`config.mk`:
```
export PLATFORM = sky130hd
export DESIGN_NAME = rop_err_log
export DESIGN_NICKNAME = d
export VERILOG_FILES = /design/src/rtl/rop_pkg.sv /design/src/rtl/rop_err_log.sv
export SDC_FILE = /design/constraint.sdc
export NUM_CORES = 1
export LEC_CHECK = 0
export ABC_CLOCK_PERIOD_IN_PS = 3520
export BUFFER_PORTS_ARGS = -buffer_cell sky130_fd_sc_hd__buf_4
export CAP_MARGIN = 0
export CORE_AREA = 2 2 85 79
export CTS_CLUSTER_SIZE = 16
export DETAILED_ROUTE_END_ITERATION = 10
export DIE_AREA = 0 0 87 81
export SKIP_LAST_GASP = 1
export SLEW_MARGIN = 20
export SYNTH_ARGS = -nofsm -noshare
export SYNTH_HDL_FRONTEND = slang
export SYNTH_SLANG_ARGS = --single-unit
```
`constraint.sdc`:
```
create_clock -name clk -period 3.52 [get_ports clk]
set_clock_uncertainty 0.1 [all_clocks]
set_input_delay 0 -clock clk [delete_from_list [all_inputs] [get_ports clk]]
set_output_delay 0 -clock clk [all_outputs]
set_load 0.01 [all_outputs]
```
`src/rtl/rop_pkg.sv`:
```
// Package: shared types and constants for the octet ramp checker.
// Assumes one lane octet is eight bits wide.
package rop_pkg;
    localparam int OCT_W = 8;
    typedef logic [OCT_W-1:0] octet_t;
endpackage

```
`src/rtl/rop_err_log.sv`:
```
// Module: rop_err_log
// Accumulates the saturating mismatch count and the sticky flags, and
// captures the first mismatched octet.
// Assumes a clear takes priority over any event in the same cycle.
module rop_err_log
    import rop_pkg::*;
#(
    parameter int NOCT  = 4,
    parameter int MF_W  = 11,
    parameter int CNT_W = 16
) (
    input  logic                  clk,
    input  logic                  rst_n,
    input  logic                  clr,
    input  logic [NOCT-1:0]       miss_mask,
    input  logic                  align_evt,
    input  logic [MF_W-1:0]       base_pos,
    input  logic [NOCT*OCT_W-1:0] oct_data,
    output logic                  err_flag,
    output logic                  align_err,
    output logic [CNT_W-1:0]      mism_cnt,
    output logic                  first_vld,
    output logic [MF_W-1:0]       first_pos,
    output octet_t                first_oct
);
    localparam int PC_W = $clog2(NOCT + 1);

    logic [PC_W-1:0]  miss_num;
    logic [CNT_W:0]   cnt_sum;
    logic [CNT_W-1:0] cnt_nxt;
    logic [MF_W-1:0]  low_pos;
    octet_t           low_oct;

    // Counts the mismatched bytes in this word.
    always_comb begin
        miss_num = '0;
        for (int i = 0; i < NOCT; i++) miss_num += PC_W'(miss_mask[i]);
    end

    // Next count, clamped at the all-ones value.
    always_comb begin
        cnt_sum = {1'b0, mism_cnt} + (CNT_W+1)'(miss_num);
        cnt_nxt = cnt_sum[CNT_W] ? '1 : cnt_sum[CNT_W-1:0];
    end

    // Selects the lowest mismatched byte of this word.
    always_comb begin
        low_pos = base_pos;
        low_oct = oct_data[OCT_W-1:0];
        for (int i = NOCT - 1; i >= 0; i--) begin
            if (miss_mask[i]) begin
                low_pos = base_pos + MF_W'(i);
                low_oct = oct_data[i*OCT_W +: OCT_W];
            end
        end
    end

    // Updates the saturating mismatch count.
    always_ff @(posedge clk) begin
        if (!rst_n || clr) mism_cnt <= '0;
        else               mism_cnt <= cnt_nxt;
    end

    // Sets the sticky error and alignment flags.
    always_ff @(posedge clk) begin
        if (!rst_n || clr) begin
            err_flag  <= 1'b0;
            align_err <= 1'b0;
        end else begin
            if (|miss_mask || align_evt) err_flag  <= 1'b1;
            if (align_evt)               align_err <= 1'b1;
        end
    end

    // Captures the first mismatched octet and its position.
    always_ff @(posedge clk) begin
        if (!rst_n || clr) begin
            first_vld <= 1'b0;
            first_pos <= '0;
            first_oct <= '0;
        end else if (!first_vld && |miss_mask) begin
            first_vld <= 1'b1;
            first_pos <= low_pos;
            first_oct <= low_oct;
        end
    end
endmodule

```
==> impl_metrics.py, run 1 <==
metrics = {
    "routing": {
        "drt_iter0_drc": 35,
        "drcViolationCount": 0,
        "vias": 2191,
        "avgRoutedWirePerCell_um": 13.5,
        "ant_nets": 0,
        "via_per_inst": 5.06,
        "drt-pass1-iter-count": 4,
        "routed_wl_um": 5860,
    },
    "power": {
        "p_per_area_nw_per_um2": 324,
        "peakVddDrop_uv": 198,
        "power_leakage_uw": 0.00132,
        "power.total_uw": 1000,
    },
    "floorplanning": {
        "num_rows": 28,
        "fp.dieArea_um2": 7050,
        "initial_core_util": 0.337,
        "core_um2": 6270,
        "dieWidth_um": 87,
        "die_h_um": 81,
        "io_pins": 89,
    },
    "synthesis": {
        "muxShareOfSynthArea": 0.0142,
        "yosys.cell_types.count": 39,
        "synth_xor_area_frac": 0.0828,
        "synth-compound-area-share": 0.249,
        "syn_inst": 258,
        "syn-num-nets": 318,
        "syn_avg_cell_area_um2": 8.20,
        "synth_top_family_by_area": "compound AO/OA/AOI/OAI gates",
        "ys_seq_area_frac": 0.360,
        "synth_fa_ha_area_frac": 0.0639,
        "synth_area_um2": 2110,
        "synth_warnings": 0,
        "ys_ff_latch": 38,
        "synth_simple_gate_area_frac": 0.167,
    },
    "setup_path": {
        "crit_arrival_ns": 2.32,
        "crit_fanout": 18,
        "cpMostUsedCell": "fa_1",
        "cpLargestDelayFamily": "adder cells",
        "worst_setup_path_start_kind": "input pin",
        "path_class": "input pin to flop",
        "cp_num_buf_inv": 3,
        "endpoint_kind": "flop",
        "crit_slowest_cell": "fa_1",
        "crit_required_ns": 3.63,
        "crit_path_cell_trace": "buf_4, fa_1, inv_1, fa_1, inv_1, fa_1, nand3_1, or3_4, a21oi_1",
        "slowest_delay_ns": 0.55,
    },
    "global_route": {
        "antenna_found_initial": 0,
        "gr-total-overflow": 0,
        "grt.total_usage": 0.172,
        "grt_pass1_vias": 2083,
        "grt_pass1_wl_um": 9700,
        "grt_start_max_net_pins": 39,
    },
    "timing": {
        "rsz0062_at_grt": "no",
        "hold_violations": 0,
        "tns_ns": 0,
        "timing.final.crit_share": 0.628,
        "setup_violations": 0,
        "fin_crit_ns": 2.21,
        "tightest_slew_ns": 0.796,
        "slew_headroom": 0.470,
        "holdWs_ns": 0.0276,
        "drv_slew": 0,
        "fmax_mhz": 453,
    },
    "run_status": {
        "status": "complete, no violations",
    },
    "final_layout": {
        "drive_above_1_share": 0.288,
        "fin_nets": 417,
        "fillers": 638,
        "diodes": 0,
        "area_delta_synth_final_pct": 46.4,
    },
    "clock_tree": {
        "numCtsBuffers": 5,
        "cts_buffer_depth": 2,
        "postCtsSetupRepairBufs": 0,
        "ctsHtreeMaxLevel": 2,
        "clk_pin_slew_ns": 0.08,
        "clkLatencyLatePin_ns": 0.29,
        "cts.sinks": 38,
        "cts_root_buffer": "clkbuf_8",
        "cts_tree": "done",
    },
    "job": {
        "drv_cap": 0,
    },
    "placed_design": {
        "hpwl_um": 4150,
        "gp_congestion": 0.802,
        "io_buffers": 88,
    },
    "hold_path": {
        "hold_class": "input pin to flop",
    },
}
## cell type report
cell class                 count  area, um2  area share
tap                           75       93.8      0.0303
clock inverter                 2       12.5     0.00404
clock buffer                   6       82.6      0.0267
inverter                      15       56.3      0.0182
multi-input combinational    188       1220       0.395
timing repair buffer         109        866       0.280
sequential                    38        761       0.246
## metal layers
layer  track usage  up-vias  part of all wire
met5             0        -                 0
met4        0.0531        0             0.010
met3        0.0467        6             0.074
met2         0.292       75              0.46
met1         0.213      995              0.45
li1              -     1115                 -
## worst register-to-register path, delay by kind of cell, from the launching register on
kind	cells	cell delay, ns
DFF	1	0.36
buffers and inverters	2	0.15
adders and majority gates	2	0.67
AOI/OAI and AO/OA	1	0.16
and+or+nand+nor	2	0.64
## registers in the layout (all words and copies together), names as in the netlist
| name | count |
|---|---|
| align_err | 1 |
| mism_cnt | 16 |
| first_oct | 8 |
| first_pos | 11 |
| err_flag | 1 |
| first_vld | 1 |
## repair_timing
item	CTS	global route
hold endpoints to repair	20	0
endpoints found under the setup margin	0	0
resized for setup	0	0
hold buffers	19	0
## cells in the mapped netlist (all sizes together)
cell      n  area share
and3      2      0.0059
o2111ai   1      0.0041
or3       2      0.0083
o22ai     1      0.0030
and4bb    1      0.0059
nand2b    2      0.0059
ha        6       0.036
a2111oi   1       0.013
a21o      4       0.014
mux2i     3       0.014
nor2b     5       0.015
a31oi     3      0.0089
inv      15       0.027
xnor2    15       0.062
nor3b     1      0.0036
xor2      5       0.021
nand4     3      0.0089
nor4      2      0.0059
nor2     21       0.037
nand3     5       0.012
a221oi    9       0.037
dfxtp    38        0.36
buf       5       0.015
nand2    10       0.018
fa        3       0.028
and2      2      0.0059
and4      1      0.0041
clkbuf   12       0.022
o221ai    1      0.0041
a21oi    42       0.099
o211ai    2      0.0071
o21ai    19       0.047
a211oi    3       0.011
or2       1      0.0030
nor3     12       0.028
## cells by family after synthesis
kind of cell,count (synthesis)
flops,38
mux,3
simple gates,70
xor+xnor,20
compound gates,86
fa+ha+maj,9
buf+inv,32
## final timing paths
kind / slack (ns) / end / cells after the start / start
setup / recovery: 1.31 / mism_cnt[1]$_SDFF_PP0_ / 9 / miss_mask[0]
hold / removal: 0.03 / err_flag$_SDFFE_PP0P_ / 3 / miss_mask[3]
setup reg to reg: 1.35 / mism_cnt[1]$_SDFF_PP0_ / 7 / mism_cnt[0]$_SDFF_PP0_
hold reg to reg: 0.38 / align_err$_SDFFE_PP0P_ / 2 / align_err$_SDFFE_PP0P_
## power breakdown
part | total (uW) | switching (uW) | internal [uW] | leakage (uW)
Combinational | 223 | 107 | 116 | 0.000964
Clock | 320 | 163 | 158 | 0.0000472
Sequential | 459 | 11.6 | 447 | 0.000310
Total | 1000 | 281 | 721 | 0.00132
## placed cells by master (no fill, tap or decap), drive strengths merged, types with 4 or more instances in the layout
cell type    Yosys  layout
a21o             4       4
inv             15      15
ha               6       6
dfxtp           38      38
nand3            5       5
nor2b            5       5
xor2             5       5
a21oi           42      42
nand2           10      10
nor3            12      12
buf              5      90
dlygate4sd3      0      19
o21ai           19      19
clkbuf          12       6
xnor2           15      15
a221oi           9       9
nor2            21      21
## per-stage QoR
step | area (um2) | std cells | utilization | setup slack, ns
floorplan | 2110 | 258 | - | 1.34
finish | 3100 | 433 | 0.494 | 1.31
CTS | 3100 | 433 | 0.494 | 1.30
global route | 3100 | 433 | 0.494 | 1.17
global placement | 2810 | 406 | 0.448 | 1.06
detailed placement | 2810 | 406 | 0.448 | 0.995
No activity file was read; power rests on OpenSTA's default activity.
==> run 2: changes to the inputs <==
- ABC_CLOCK_PERIOD_IN_PS: 3520 -> 2100
- clock period: 3.52 -> 2.1 ns (I/O delays scaled with it)
==> run 2 against run 1 <==
Net effect: first-iteration DRC count is 120% higher; via count up 2.1%; sequential cell count unchanged; sequential power grew 68%; critical path depth fell by 2; hold slack better by 0.0098 ns; combinational power is 78% higher; cell area is 2.4% higher; critical path type is now flop to flop; setup slack lost 1.2 ns.
==> impl_metrics.py, run 2 (synthesis gave the netlist of run 1 again) <==
metrics = {
    "run_status": {
        "status": "complete, no violations",
    },
    "final_layout": {
        "reg.largest.list": "mism_cnt (16), first_pos (11), first_oct (8)",
        "diodes": 0,
        "largest_reg_flops": 16,
        "final_cells": 440,
        "fillers": 615,
        "area_delta_synth_final_pct": 49.9,
        "layout_common_cells": "buf_4 (96), a21oi_1 (41), dfxtp_1 (38), nor2_1 (21), dlygate4sd3_1 (19)",
        "fin_nets": 424,
        "final_common_cell": "buf_4",
        "drive_above_1_share": 0.310,
        "top_register": "mism_cnt",
    },
    "setup_path": {
        "endpoint_kind": "flop",
        "cp_num_buf_inv": 2,
        "cpLargestDelayFamily": "adder cells",
        "crit_path_cell_trace": "inv_1, fa_2, inv_1, fa_2, nand3_2, or3_4, a21oi_1",
        "worst_setup_path_start_kind": "flop",
        "crit_arrival_ns": 2.11,
        "slowest_delay_ns": 0.43,
        "cp-startpoint": "mism_cnt[0]$_SDFF_PP0_",
        "crit_slowest_cell": "or3_4",
        "crit_required_ns": 2.20,
        "rr_startpoint": "mism_cnt[0]$_SDFF_PP0_",
        "path_class": "flop to flop",
        "crit_fanout": 13,
    },
    "clock_tree": {
        "cts.sinks": 38,
        "numCtsBuffers": 5,
        "cts_tree": "done",
        "clkLatencyLatePin_ns": 0.29,
        "cts_buffer_depth": 2,
        "cts_root_buffer": "clkbuf_8",
        "ctsHtreeMaxLevel": 2,
        "post_cts_resized": 0,
        "clk_pin_slew_ns": 0.08,
    },
    "global_route": {
        "grt_start_max_net_pins": 39,
        "grt_pass1_vias": 2128,
        "gr-total-overflow": 0,
        "grt.total_usage": 0.180,
        "grt_pass1_wl_um": 9900,
        "antenna_found_initial": 0,
    },
    "placed_design": {
        "dp_slack_ns": -0.136,
        "io_buffers": 88,
        "hpwl_um": 4250,
        "dp_cells": 412,
        "gp_congestion": 0.804,
    },
    "timing": {
        "fmax_mhz": 500,
        "tightest_slew_ns": 0.774,
        "layout_setup_ws_ns": 0.0982,
        "slew_headroom": 0.484,
        "rsz0062_at_grt": "yes",
        "fin_crit_ns": 2.00,
        "setup_violations": 0,
        "timing.final.crit_share": 0.953,
        "hold_violations": 0,
        "drv_slew": 0,
        "tns_ns": 0,
    },
    "job": {
        "drv_cap": 0,
    },
    "routing": {
        "via_per_inst": 5.09,
        "vias": 2238,
        "ant_nets": 0,
        "drt_iter0_drc": 78,
        "avgRoutedWirePerCell_um": 13.8,
        "routed_wl_um": 6070,
        "drt-pass1-iter-count": 5,
        "drcViolationCount": 0,
    },
    "power": {
        "peakVddDrop_uv": 280,
        "power.total_uw": 1690,
        "power_leakage_uw": 0.00136,
        "p_per_area_nw_per_um2": 534,
    },
    "floorplanning": {
        "initial_core_util": 0.337,
        "fp.dieArea_um2": 7050,
        "io_pins": 89,
        "die_h_um": 81,
        "dieWidth_um": 87,
        "core_um2": 6270,
        "num_rows": 28,
    },
    "hold_path": {
        "holdCritStartpoint": "base_pos[0]",
        "hold_class": "input pin to flop",
    },
}
## run 2: cell types whose count changed in the layout (fill, tap and decap cells not counted), sizes merged
cell  previous run  this run
buf             90        97
## run 2: power breakdown
part           internal [uW]  switching [uW]  leakage [uW]  total (uW)
Combinational            210             186       0.00100         396
Clock                    264             264     0.0000472         528
Sequential               750            19.7      0.000310         770
## run 2: path summary, 6_finish.rpt
check,to,slack [ns],cells past startpoint
max,mism_cnt[8]$_SDFF_PP0_,0.1,7
min,first_pos[0]$_SDFFE_PP0P_,0.04,4
max reg2reg,mism_cnt[8]$_SDFF_PP0_,0.1,7
min reg2reg,first_pos[2]$_SDFFE_PP0P_,0.37,2
## run 2: timing repair
| action | CTS | global route |
|---|---|---|
| hold buffers | 19 | 0 |
| endpoints found under the hold margin | 20 | 0 |
| endpoints found under the setup margin | 0 | 9 |
| setup buffers | 0 | 1 |
## run 2: worst reg2reg max path, cell delays in order, from the launching register on
cell and delay [ns]:
dfxtp_1 0.37, inv_1 0.07, fa_2 0.35, inv_1 0.09
fa_2 0.23, nand3_2 0.09, or3_4 0.43, a21oi_1 0.19
## run 2: layout make-up
| cell class | count | area [um2] | area share |
|---|---|---|---|
| clock buffers | 6 | 82.6 | 0.0260 |
| clock inverters | 2 | 12.5 | 0.00395 |
| inverters | 15 | 56.3 | 0.0178 |
| multi-input cells | 188 | 1230 | 0.389 |
| flip-flops and latches | 38 | 761 | 0.240 |
| well taps | 75 | 93.8 | 0.0296 |
| repair buffers | 116 | 931 | 0.294 |
## run 2: metrics by stage
stage	hold WS, ns	instance area, um2	util
after CTS	0.0362	3160	0.504
after floorplan	0.0158	2120	-
after global routing	0.0960	3170	0.506
after detailed placement	0.126	2880	0.459
after global placement	0.123	2880	0.459
final	0.0374	3170	0.506
## run 2: routing by layer
layer  wire length [um]  global-route usage  up-vias
met5                  0                   0        -
met1               2730               0.222     1025
li1                   -                   -     1130
met4                 41              0.0516        0
met3                453              0.0467        4
met2               2850               0.311       79
